**src/rtl/evt_pulse_pkg.sv**
```systemverilog
package evt_pulse_pkg;
  typedef enum logic [1:0] {ST_IDLE, ST_WAIT, ST_PULSE} chan_state_e;

  localparam logic [2:0] REG_CODE  = 3'd0;
  localparam logic [2:0] REG_CTRL  = 3'd1;
  localparam logic [2:0] REG_DELAY = 3'd2;
  localparam logic [2:0] REG_WIDTH = 3'd3;
  localparam logic [2:0] REG_DIV   = 3'd4;
endpackage

```
**src/rtl/evt_offset_ram.sv**
```systemverilog
module evt_offset_ram #(
  parameter int ADDR_W = 8,
  parameter int DATA_W = 16
) (
  input  logic              clk,
  input  logic              we,
  input  logic [ADDR_W-1:0] waddr,
  input  logic [DATA_W-1:0] wdata,
  input  logic [ADDR_W-1:0] raddr,
  output logic [DATA_W-1:0] rdata
);
  localparam int DEPTH = 1 << ADDR_W;

  logic [DATA_W-1:0] mem [DEPTH];

  // single write port, registered read: maps onto a block RAM
  always_ff @(posedge clk) begin
    if (we) mem[waddr] <= wdata;
    rdata <= mem[raddr];
  end
endmodule

```
**src/rtl/evt_prescaler.sv**
```systemverilog
module evt_prescaler #(
  parameter int DIV_W = 8
) (
  input  logic             clk,
  input  logic             rst,
  input  logic [DIV_W-1:0] div,
  output logic             tick
);
  logic [DIV_W-1:0] cnt;
  logic [DIV_W-1:0] div_eff;

  always_comb begin
    div_eff = (div <= DIV_W'(1)) ? DIV_W'(1) : div;
    tick    = (cnt >= div_eff - DIV_W'(1));
  end

  always_ff @(posedge clk) begin
    if (rst)       cnt <= '0;
    else if (tick) cnt <= '0;
    else           cnt <= cnt + DIV_W'(1);
  end
endmodule

```
**src/rtl/evt_pulse_fsm.sv**
```systemverilog
module evt_pulse_fsm
  import evt_pulse_pkg::*;
#(
  parameter int CNT_W = 16
) (
  input  logic             clk,
  input  logic             rst,
  input  logic             tick,
  input  logic             start,
  input  logic [CNT_W-1:0] load_dly,
  input  logic [CNT_W-1:0] width,
  output logic             busy,
  output logic             active
);
  chan_state_e      state;
  logic [CNT_W-1:0] dly_cnt;
  logic [CNT_W-1:0] wid_cnt;
  logic [CNT_W-1:0] wid_lat;

  always_ff @(posedge clk) begin
    if (rst) begin
      state   <= ST_IDLE;
      dly_cnt <= '0;
      wid_cnt <= '0;
      wid_lat <= '0;
    end else begin
      unique case (state)
        ST_IDLE: if (start) begin
          state   <= ST_WAIT;
          dly_cnt <= load_dly;
          wid_lat <= width;
        end
        ST_WAIT: if (tick) begin
          if (dly_cnt == '0) begin
            state   <= ST_PULSE;
            wid_cnt <= wid_lat - CNT_W'(1);
          end else begin
            dly_cnt <= dly_cnt - CNT_W'(1);
          end
        end
        ST_PULSE: if (tick) begin
          if (wid_cnt == '0) state <= ST_IDLE;
          else               wid_cnt <= wid_cnt - CNT_W'(1);
        end
        default: state <= ST_IDLE;
      endcase
    end
  end

  always_comb begin
    busy   = (state != ST_IDLE);
    active = (state == ST_PULSE);
  end
endmodule

```
**src/rtl/evt_pulse_chan.sv**
```systemverilog
module evt_pulse_chan
  import evt_pulse_pkg::*;
#(
  parameter int CODE_W = 8,
  parameter int CNT_W  = 16,
  parameter int DIV_W  = 8,
  parameter int DATA_W = 16,
  localparam int ADDR_W = CODE_W + 1
) (
  input  logic              clk,
  input  logic              rst,
  input  logic [CODE_W-1:0] evt_code_i,
  input  logic              cfg_we_i,
  input  logic [ADDR_W-1:0] cfg_addr_i,
  input  logic [DATA_W-1:0] cfg_wdata_i,
  output logic              pulse_o,
  output logic              busy_o,
  output logic              overrun_o
);
  logic [CODE_W-1:0] sel_q, code_q;
  logic              en_q, pol_q, ovr_q;
  logic [CNT_W-1:0]  dly_q, wid_q, off_q, load_dly;
  logic [DIV_W-1:0]  div_q;
  logic              tbl_we, reg_we, ctrl_wr;
  logic              code_match, hit, start, wid_nz;
  logic              tick, busy, active;

  always_comb begin
    tbl_we  = cfg_we_i &  cfg_addr_i[ADDR_W-1];
    reg_we  = cfg_we_i & ~cfg_addr_i[ADDR_W-1];
    ctrl_wr = reg_we & (cfg_addr_i[2:0] == REG_CTRL);
  end

  always_ff @(posedge clk) begin
    if (rst) begin
      sel_q <= '0;
      en_q  <= 1'b0;
      pol_q <= 1'b0;
      dly_q <= '0;
      wid_q <= '0;
      div_q <= '0;
    end else if (reg_we) begin
      case (cfg_addr_i[2:0])
        REG_CODE:  sel_q <= cfg_wdata_i[CODE_W-1:0];
        REG_CTRL:  {pol_q, en_q} <= cfg_wdata_i[1:0];
        REG_DELAY: dly_q <= cfg_wdata_i[CNT_W-1:0];
        REG_WIDTH: wid_q <= cfg_wdata_i[CNT_W-1:0];
        REG_DIV:   div_q <= cfg_wdata_i[DIV_W-1:0];
        default: ;
      endcase
    end
  end

  evt_offset_ram #(.ADDR_W(CODE_W), .DATA_W(CNT_W)) u_ofs (
    .clk   (clk),
    .we    (tbl_we),
    .waddr (cfg_addr_i[CODE_W-1:0]),
    .wdata (cfg_wdata_i[CNT_W-1:0]),
    .raddr (evt_code_i),
    .rdata (off_q)
  );

  // code register aligned with the registered offset read
  always_ff @(posedge clk) begin
    if (rst) code_q <= '0;
    else     code_q <= evt_code_i;
  end

  always_comb begin
    code_match = (code_q == sel_q);
    hit        = en_q & code_match;
    wid_nz     = (wid_q != '0);
    start      = hit & ~busy & wid_nz;
    load_dly   = (dly_q > off_q) ? (dly_q - off_q) : '0;
  end

  always_ff @(posedge clk) begin
    if (rst)          ovr_q <= 1'b0;
    else if (ctrl_wr) ovr_q <= 1'b0;
    else if (hit & busy) ovr_q <= 1'b1;
  end

  evt_prescaler #(.DIV_W(DIV_W)) u_div (
    .clk  (clk),
    .rst  (rst),
    .div  (div_q),
    .tick (tick)
  );

  evt_pulse_fsm #(.CNT_W(CNT_W)) u_fsm (
    .clk      (clk),
    .rst      (rst),
    .tick     (tick),
    .start    (start),
    .load_dly (load_dly),
    .width    (wid_q),
    .busy     (busy),
    .active   (active)
  );

  always_comb begin
    pulse_o   = active ^ pol_q;
    busy_o    = busy;
    overrun_o = ovr_q;
  end
endmodule

```
**config.mk**
```make
export PLATFORM = sky130hd
export DESIGN_NAME = evt_pulse_chan
export DESIGN_NICKNAME = d
export VERILOG_FILES = /design/src/rtl/evt_pulse_pkg.sv /design/src/rtl/evt_offset_ram.sv /design/src/rtl/evt_prescaler.sv /design/src/rtl/evt_pulse_fsm.sv /design/src/rtl/evt_pulse_chan.sv
export SDC_FILE = /design/constraint.sdc
export NUM_CORES = 2
export LEC_CHECK = 0
export ABC_AREA = 0
export CAP_MARGIN = 10
export CORE_MARGIN = 2
export CORE_UTILIZATION = 50
export DETAILED_ROUTE_END_ITERATION = 7
export MAX_ROUTING_LAYER = met4
export PLACE_DENSITY = 0.72
export SETUP_SLACK_MARGIN = 0.05
export SLEW_MARGIN = 20
export SYNTH_ARGS = -nofsm -noshare
export SYNTH_HDL_FRONTEND = slang
export SYNTH_HIERARCHICAL = 1
export SYNTH_SLANG_ARGS = --single-unit
```
**constraint.sdc**
```tcl
create_clock -name clk -period 3.7 [get_ports clk]
set_input_delay 0.555 -clock clk [delete_from_list [all_inputs] [get_ports clk]]
set_output_delay 0.555 -clock clk [all_outputs]
set_load 0.01 [all_outputs]
```
==> impl_metrics.csv <==
group,metric,value,unit
final_layout,syn_to_final_growth,14.4,%
power,total_power,100000,µW
route,drt_pass1_iterations,7,
route,totalWireLength,441,mm
placed_design,dp_hpwl,265,mm
yosys,ys_seq_elements,4229,
floorplanning,io_pins,39,
final_layout,final_core_util,0.574,
job,max-cap-violations,0,
yosys,syn_area_per_cell,20.1,µm²
critical_path,r2r-start,"div_q[3]",
global_route,grt_antenna_before_repair,14,
yosys,synth_common_cells,"edfxtp_1, mux4_2, mux2i_1",
global_route,grt_start_max_net_pins,135,
clock_tree,cts.sinks,4229,
hold_path,worst_hold_path_type,"in -> reg",
power,clockPowerShare,0.420,
yosys,async_flop_share,0,
critical_path,cp-startpoint,"div_q[3]",
yosys,yosys.area.top_type_share,0.743,
final_layout,stdcell_area,190000,µm²
sta,relSlewSlack,0.236,
floorplanning,core_area,330000,µm²
final_layout,final_layout_size_suffix_gt1_frac,0.253,
critical_path,path_max_fanout,9,
critical_path,worstSetupPathType,"reg -> reg",
clock_tree,cts_tree,"built",
sta,fin_ws,0.188,ns
power,leakagePower,0.0611,µW
clock_tree,clk_path_buf_depth,4,
outcome,violations,"antenna rules",
yosys,synth_flop_cell,"edfxtp_1",
power,pwr-share-seq,0.526,
sta,worst_slew_pin_slew,1.14,ns
power,p_int,78700,µW
power,ir_worst_vdd,0.403,mV
yosys,synth_edf_count,4096,
yosys,yosysTopAreaCell,"edfxtp_1",
yosys,ys_warn_count,6,
hold_path,min-delay-start,"cfg_wdata_i[14]",
final_layout,n_fill_cell,23300,
floorplanning,initial_core_util,0.502,
power,power_switching,21500,µW
sta,slew_violations,0,
final_layout,nNetsFinal,9017,
sta,fin_crit_sh,0.949,
floorplanning,die_x,580,µm
sta,finClkSkew,0.0734,ns
global_route,grt_pass1_vias,86900,
yosys,ys_types,98,
sta,holdWs,0.0393,ns
clock_tree,clk_pin_slew,0.06,ns
floorplanning,core.rowCount,211,
route,vias,88200,
floorplanning,dieArea,336000,µm²
clock_tree,clkLatencyLatePin,0.99,ns
outcome,status,"finished, violations left",
power,power.density,528,nW/µm²
placed_design,io_buffers,38,
sta,min_period,3.51,ns
sta,finalHoldViolCount,0,
placed_design,dp_slack,-0.186,ns
route,routed_via_density,6.45,
route,drt_iter0_markers,12900,
yosys,synthTopCellsByArea,"edfxtp_1, mux4_2, mux2i_1",
placed_design,placed_area,176000,µm²
yosys,syn_area,166000,µm²
sta,max_freq,0.285,GHz
yosys,yosysSeqAreaShare,0.759,
yosys,synthesis.nets,8322,
power,pwr-share-comb,0.055,
global_route,grt_pass1_wl,628,mm
critical_path,endpoint_kind,"flop",
clock_tree,cts_made_buffers,401,
sta,rsz0062_at_grt,"true",
clock_tree,cts_max_level,5,
critical_path,required,4.51,ns
route,wl_per_cell,32.3,µm
yosys,synthesis.instances,8256,
floorplanning,die_y,580,µm
global_route,groute.usage.overall,0.269,
route,postRouteAntennaNets,1,
power,swShare,0.214,
clock_tree,cts_root_buffer,"clkbuf_16",
route,drc_errors,0,
placed_design,gp_congestion,0.936,
sta,setup_viol,0,
yosys,synth_most_common_cell,"edfxtp_1",
critical_path,worstSetupStartpointType,"flop",
critical_path,crit_arrival,4.32,ns
global_route,grt-ovfl-total,0,
## logic make-up after synthesis
logic type,after synthesis,synth area share
DFF,4229,0.759
muxes,1470,0.150
AOI/OAI and AO/OA,1019,0.0426
and+or+nand+nor,938,0.0266
buffers and inverters,538,0.0185
xor gates and xnor gates,32,0.00169
adders and majority gates,30,0.00231
## layout by cell type, fill, tap and decap left out, types with 20 or more instances in the layout
cell        synthesis  layout
nor3_1            121     114
inv_1              39      36
clkbuf_1          256      75
clkinv_2            0      78
a21oi_1           281     280
nor2_2              0      29
nand4_1            32      32
edfxtp_1         4096    4096
buf_12              5     122
a221oi_1           29      29
a31oi_1            20      20
clkbuf_16           0     406
buf_4              28     625
nand2_1           203     202
nor2_1            368     339
o21ai_0            63      61
xnor2_1            21      21
a22o_1             33      33
nor2b_1            21      21
nor4_1             36      36
dfxtp_1           133     133
ha_1               29      29
mux2i_1           582     582
mux2_2             90      90
o22ai_1           153     153
clkinvlp_4          0      20
a22oi_1            43      43
o32ai_1            24      24
o221ai_1          255     255
a211oi_1           29      29
o31ai_1            24      24
mux4_2            797     797
bufinv_16           0      55
clkinv_1            0      65
nand3_1            60      50
## per-layer routing
layer	GRT usage	vias up	wire length, µm	share of wire
met5	-	-	0	0
met4	0.0962	0	17300	0.039
met3	0.0621	782	52800	0.12
met2	0.404	5505	206000	0.47
met1	0.362	46000	165000	0.37
li1	-	35900	-	-
## power groups by stage
| stage | registers (µW) | clock network [µW] | logic (µW) |
|---|---|---|---|
| global placement | 53700 | 0 | 5240 |
| floorplan | 53600 | 0 | 2830 |
| detailed placement | 53700 | 0 | 5360 |
| CTS | 52700 | 42500 | 5390 |
| global route | 52600 | 44300 | 5690 |
| finish | 52700 | 42100 | 5470 |
## through the flow
step                instances  TNS (ns)
global placement        12900     -1.50
finish                  13700         0
floorplan                8256         0
detailed placement      12900    -0.289
CTS                     13600         0
global route            13700         0
## layout make-up
class	count	area, µm²	area share
antenna	14	35.0	0.000185
inverter	41	166	0.000878
multi-input combinational	3489	37100	0.196
tap	4366	5460	0.0288
clock buffer	485	10500	0.0554
timing repair buffer	789	7700	0.0406
clock inverter	251	2930	0.0154
sequential	4229	126000	0.663
## sequential cells by signal, summed over array words and instances (netlist names), 8 cells and up
signal,flops
u_fsm/dly_cnt,16
code_q,8
u_fsm/wid_cnt,16
u_ofs/rdata,16
wid_q,16
div_q,8
u_div/cnt,8
sel_q,8
u_ofs/mem,4096
u_fsm/wid_lat,16
dly_q,16
## path summary, 6_finish.rpt
path              slack [ns]  cells after the start            endpoint
setup / recovery        0.19                     15    u_fsm/wid_cnt[7]
hold / removal          0.04                      1  u_ofs/mem[238][14]
setup reg to reg        0.19                     15    u_fsm/wid_cnt[7]
hold reg to reg         0.45                      2    u_fsm/wid_lat[9]
## what timing repair did
item | CTS | global route
resized for setup | 3 | 5
setup endpoints to repair | 8 | 16
cloned | 0 | 0
endpoints found under the hold margin | 0 | 42
hold buffers | 0 | 2
setup buffers | 0 | 1
## worst max-delay path: stages (launching register included)
cell	delay [ns]
dfxtp_1	0.36
nor4_4	0.33
nor3b_4	0.26
a21oi_1	0.13
ha_1	0.25
xnor2_1	0.13
ha_1	0.30
and3_1	0.20
o21ai_2	0.17
a311oi_4	0.11
or2_4	0.31
nand4_1	0.14
buf_4	0.17
nand2_2	0.15
o2111ai_1	0.24
o21ai_0	0.11
No activity file was read; power rests on OpenSTA's default activity.
